==> src/rtl/wadd_pkg.sv <==
package wadd_pkg;

    // Flag byte bit positions, shared with the byte-wide ALU.
    localparam int FL_SIGN  = 7;
    localparam int FL_ZERO  = 6;
    localparam int FL_X5    = 5;
    localparam int FL_HALF  = 4;
    localparam int FL_X3    = 3;
    localparam int FL_OVF   = 2;
    localparam int FL_SUB   = 1;
    localparam int FL_CARRY = 0;

    localparam int FLAG_W   = 8;

    typedef enum logic [1:0] {
        OP_ADD  = 2'd0,
        OP_ADC  = 2'd1,
        OP_SBC  = 2'd2,
        OP_RSV  = 2'd3
    } wadd_op_e;

    // Controls derived from the select.
    typedef struct packed {
        logic invert_src;   // one's complement of the operand
        logic full_update;  // recompute sign, zero, overflow
        logic sub_flag;     // value for the subtract marker
    } wadd_ctl_t;

    function automatic wadd_ctl_t decode_op(input logic [1:0] sel);
        wadd_ctl_t c;
        c = '{invert_src: 1'b0, full_update: 1'b0, sub_flag: 1'b0};
        case (sel)
            OP_ADC: c.full_update = 1'b1;
            OP_SBC: begin
                c.invert_src  = 1'b1;
                c.full_update = 1'b1;
                c.sub_flag    = 1'b1;
            end
            default: ;
        endcase
        return c;
    endfunction

    // Signed overflow from the carries into and out of the top bit.
    function automatic logic signed_ovf(input logic c_into_msb, input logic c_out_msb);
        return c_into_msb ^ c_out_msb;
    endfunction

endpackage

==> src/rtl/wadd_operand_prep.sv <==
module wadd_operand_prep
    import wadd_pkg::*;
#(
    parameter int WIDTH = 16
) (
    input  logic [1:0]       mode_i,
    input  logic [WIDTH-1:0] src_i,
    input  logic             carry_flag_i,
    output logic [WIDTH-1:0] src_eff_o,
    output logic             cin_o,
    output wadd_ctl_t        ctl_o
);

    wadd_ctl_t ctl;

    always_comb begin
        ctl = decode_op(mode_i);
        // Subtract: d - s - b == d + ~s + (1 - b)
        src_eff_o = ctl.invert_src ? ~src_i : src_i;
        unique case (mode_i)
            OP_ADC:  cin_o = carry_flag_i;
            OP_SBC:  cin_o = ~carry_flag_i;
            default: cin_o = 1'b0;
        endcase
        ctl_o = ctl;
    end

endmodule

==> src/rtl/wadd_seg_adder.sv <==
module wadd_seg_adder #(
    parameter int WIDTH = 16,
    parameter int SPLIT = 12
) (
    input  logic [WIDTH-1:0] a_i,
    input  logic [WIDTH-1:0] b_i,
    input  logic             cin_i,
    output logic [WIDTH-1:0] sum_o,
    output logic             c_split_o,  // carry out of bit SPLIT-1
    output logic             c_msb_in_o, // carry into the top bit
    output logic             c_out_o     // carry out of the top bit
);

    logic [WIDTH:0] chain;

    assign chain[0] = cin_i;

    for (genvar i = 0; i < WIDTH; i++) begin : g_bit
        assign sum_o[i]   = a_i[i] ^ b_i[i] ^ chain[i];
        assign chain[i+1] = (a_i[i] & b_i[i]) | (chain[i] & (a_i[i] ^ b_i[i]));
    end

    assign c_split_o  = chain[SPLIT];
    assign c_msb_in_o = chain[WIDTH-1];
    assign c_out_o    = chain[WIDTH];

endmodule

==> src/rtl/wadd_flag_merge.sv <==
module wadd_flag_merge
    import wadd_pkg::*;
#(
    parameter int WIDTH = 16
) (
    input  logic [FLAG_W-1:0] flags_i,
    input  logic [WIDTH-1:0]  sum_i,
    input  logic              c_split_i,
    input  logic              c_msb_in_i,
    input  logic              c_out_i,
    input  wadd_ctl_t         ctl_i,
    output logic [FLAG_W-1:0] flags_o
);

    always_comb begin
        flags_o = flags_i;
        // In subtract form the adder carry is the inverse of the borrow.
        flags_o[FL_HALF]  = c_split_i ^ ctl_i.sub_flag;
        flags_o[FL_CARRY] = c_out_i   ^ ctl_i.sub_flag;
        flags_o[FL_SUB]   = ctl_i.sub_flag;
        if (ctl_i.full_update) begin
            flags_o[FL_SIGN] = sum_i[WIDTH-1];
            flags_o[FL_ZERO] = (sum_i == '0);
            flags_o[FL_OVF]  = signed_ovf(c_msb_in_i, c_out_i);
        end
    end

endmodule

==> src/rtl/wide_pair_alu.sv <==
module wide_pair_alu
    import wadd_pkg::*;
#(
    parameter int WIDTH    = 16,
    parameter int HC_SPLIT = WIDTH - 4
) (
    input  logic [WIDTH-1:0]  dst_i,
    input  logic [WIDTH-1:0]  src_i,
    input  logic [FLAG_W-1:0] flags_i,
    input  logic [1:0]        mode_i,
    output logic [WIDTH-1:0]  sum_o,
    output logic [FLAG_W-1:0] flags_o
);

    logic [WIDTH-1:0] src_eff;
    logic             cin;
    wadd_ctl_t        ctl;
    logic             c_split;
    logic             c_msb_in;
    logic             c_out;

    wadd_operand_prep #(.WIDTH(WIDTH)) u_prep (
        .mode_i       (mode_i),
        .src_i        (src_i),
        .carry_flag_i (flags_i[FL_CARRY]),
        .src_eff_o    (src_eff),
        .cin_o        (cin),
        .ctl_o        (ctl)
    );

    wadd_seg_adder #(.WIDTH(WIDTH), .SPLIT(HC_SPLIT)) u_add (
        .a_i        (dst_i),
        .b_i        (src_eff),
        .cin_i      (cin),
        .sum_o      (sum_o),
        .c_split_o  (c_split),
        .c_msb_in_o (c_msb_in),
        .c_out_o    (c_out)
    );

    wadd_flag_merge #(.WIDTH(WIDTH)) u_flags (
        .flags_i    (flags_i),
        .sum_i      (sum_o),
        .c_split_i  (c_split),
        .c_msb_in_i (c_msb_in),
        .c_out_i    (c_out),
        .ctl_i      (ctl),
        .flags_o    (flags_o)
    );

endmodule

==> config.mk <==
export PLATFORM = sky130hd
export DESIGN_NAME = wide_pair_alu
export DESIGN_NICKNAME = d
export VERILOG_FILES = /design/src/rtl/wadd_pkg.sv /design/src/rtl/wadd_operand_prep.sv /design/src/rtl/wadd_seg_adder.sv /design/src/rtl/wadd_flag_merge.sv /design/src/rtl/wide_pair_alu.sv
export SDC_FILE = /design/constraint.sdc
export NUM_CORES = 1
export LEC_CHECK = 0
export CORE_AREA = 2 2 53 55
export DETAILED_ROUTE_END_ITERATION = 10
export DIE_AREA = 0 0 55 57
export DONT_BUFFER_PORTS = 1
export PLACE_DENSITY = 0.41
export SETUP_SLACK_MARGIN = 0.2
export SLEW_MARGIN = 20
export SYNTH_ARGS = -nofsm -noshare
export SYNTH_HDL_FRONTEND = slang
export SYNTH_SLANG_ARGS = --single-unit
==> constraint.sdc <==
create_clock -name vclk -period 12.9
set_clock_uncertainty 0.2 [all_clocks]
set_input_delay 2.58 -clock vclk [all_inputs]
set_output_delay 2.58 -clock vclk [all_outputs]
set_load 0.1 [all_outputs]
==> results by group <==
Global routing
  – Initial antenna violation count: 0
  – Total GRT Usage: 9.96%
  – Largest net degree at the start of global routing: 11
  – First-pass GRT wire length: about 2.4 mm
  – Vias in the first global route: between 500 and 600
  – Remaining global-route overflow: 0

Cells and area
  – Sequential cell count: 0
  – Share of cells above drive strength 1: roughly a third
  – # fillers: 285
  – Layout area overhead: 30.9%
  – Final nets: 156
  – Post-Route Utilization: 37.1%
  – Post-route design area: 971 µm²
  – FF+latch area: 0 µm²
  – Area of the multi-input gates: ~680 µm²
  – N_diodes: 0
  – Clock buffers: 0

STA
  – Minimum clock period: 12.61 ns
  – Tcrit/Tclk final: between 90% and 100%
  – Fin. max-slew vios: 0
  – # setup viols final: 0
  – Worst Tran Pin Value: 1.01 ns
  – RSZ-0062 raised after global routing: yes
  – Final hold viol count: 0
  – Fmax achieved: between 70 and 80 MHz
  – Relative slew slack: 32.6%

Power and ir drop
  – Switching Fraction: about four fifths
  – LEAKAGE: approximately 0.46 nW
  – Combinational share of power: 100.0%
  – IR drop worst, VDD: between 0.07 and 0.08 mV
  – Net Sw Power: about 0.00017 W
  – Sequential share of power: 0%
  – PD cells: roughly 210 nW/µm²
  – Clock power frac: 0%
  – Int Pwr: around 0.000038 W

Synthesis
  – Synth warnings: 0
  – Seq/Total Area, Yosys: 0%
  – Syn nets: 146
  – Synthesized area per cell: between 8 and 9 µm²
  – Cell area after synthesis: approximately 740 µm²
  – Cell count after synthesis: between 80 and 90
  – Post-synth cell types: 14

Worst setup path
  – Crit start category: primary input
  – Critical path endpoint category: output pin
  – Worst Path Arrival: a little under 10 ns
  – Worst EP required: 10.12 ns
  – WS Path Type: in2out
  – Critical path peak fanout: 4

Routing
  – Post-route ant nets: 0
  – Initial DRC count: 2
  – Routed wire length: roughly 1.6 mm
  – Vias per std cell: roughly 4.3
  – DRC viols: 0
  – Via count: between 500 and 600
  – Router iterations before antenna repair: 4
  – Routed len/inst: ~12 µm

Hold path
  – Min-delay worst type: in2out

Floorplan
  – Initial core utilization: around 28%
  – Core ar.: roughly 2600 µm²
  – IO Pins: 66
  – DIE HEIGHT: 57 µm
  – Row cnt: 19
  – Die width: around 55 µm
  – Die area: approximately 3100 µm²

Placement
  – GP Congestion: about 0.66
  – Placed instance area: around 970 µm²
  – PortBufs: 0
  – DPL Wire Length: ~1.5 mm

Outcome
  – Status: finished, final reports clean

Job
  – Max Cap Viol: 0
final timing paths:
check	start	endpoint	slack, ns	depth (start not counted)
worst max-delay path	mode_i[0]	flags_o[6]	0.29	26
worst min-delay path	flags_i[3]	flags_o[3]	4.96	0
placed cells by master, fill, tap and decap left out:
master and n:
buf_12 3, buf_4 9, fa_1 4, fa_2 12, ha_1 1, ha_4 1, inv_1 33, mux2_2 1
nand2_1 4, nand4_1 2, nand4b_1 1, o21ai_2 2, o41ai_4 1, or4_4 1, xnor2_1 15, xnor2_2 2
xor2_1 1, xor2_2 1
cells by family after synthesis:
group,after synthesis,synth area share (%)
compound gates,3,3.54
mux,1,1.52
fa+ha+maj,18,46.5
xor+xnor,19,22.4
simple gates,8,5.90
buf+inv,37,20.1
final cells by class:
| class | count | area share, % |
|---|---|---|
| inverters | 33 | 12.8 |
| multi-input cells | 49 | 70.1 |
| well taps | 31 | 3.99 |
| repair buffers | 12 | 13.1 |
what timing repair did:
item	in CTS	in global routing
gates resized for setup	0	0
endpoints found under the hold margin	0	0
pin swaps	2	0
endpoints found under the setup margin	1	1
setup buffers	0	0
hold buffers	0	0
worst max-delay path, cell delays in order:
cell and delay, ns:
inv_1 0.06, ha_4 0.16, xor2_2 0.15, fa_1 0.18, inv_1 0.05, fa_1 0.39, fa_2 0.37, fa_2 0.35
fa_2 0.35, fa_2 0.35, fa_2 0.36, fa_2 0.36, fa_2 0.36, fa_2 0.35, fa_2 0.35, fa_2 0.35
inv_1 0.07, fa_1 0.16, inv_1 0.05, fa_2 0.33, fa_2 0.38, fa_1 0.57, nand4_1 0.11, or4_4 0.55
o41ai_4 0.27, buf_12 0.22
per-layer routing:
layer	GRT usage [%]	vias to the layer above	wire length [µm]
li1	-	251	-
met1	13.7	251	605
met2	18.2	30	838
met3	0.262	0	118
met4	0	0	0
met5	0	-	0
power by group through the flow:
stage | logic [W] | clock network [W] | registers, W
after floorplan | 0.000183 | 0 | 0
after global placement | 0.000206 | 0 | 0
after detailed placement | 0.000207 | 0 | 0
after CTS | 0.000208 | 0 | 0
after global routing | 0.000215 | 0 | 0
final | 0.000205 | 0 | 0
cells in the mapped netlist:
library cell	instances	area share [%]
buf_2	2	1.3
buf_4	2	2.0
fa_1	16	43
ha_1	2	3.4
inv_1	33	17
mux2_2	1	1.5
nand2_1	4	2.0
nand4_1	2	1.7
nand4b_1	1	1.2
o21ai_0	2	1.3
o41ai_2	1	2.2
or4_1	1	1.0
xnor2_1	17	20
xor2_1	2	2.4
through the flow:
step	TNS [ns]	hold slack [ns]	setup slack, ns	cells	total power [W]
after detailed placement	0	4.96	0.0520	125	0.000207
after global routing	0	4.96	0.0475	125	0.000215
after floorplan	-0.984	5.17	-0.586	86	0.000183
after global placement	0	4.96	0.0759	125	0.000206
after CTS	0	4.96	0.212	125	0.000208
final	0	4.96	0.289	125	0.000205
Note: power is estimated with default switching activity, not from simulation.
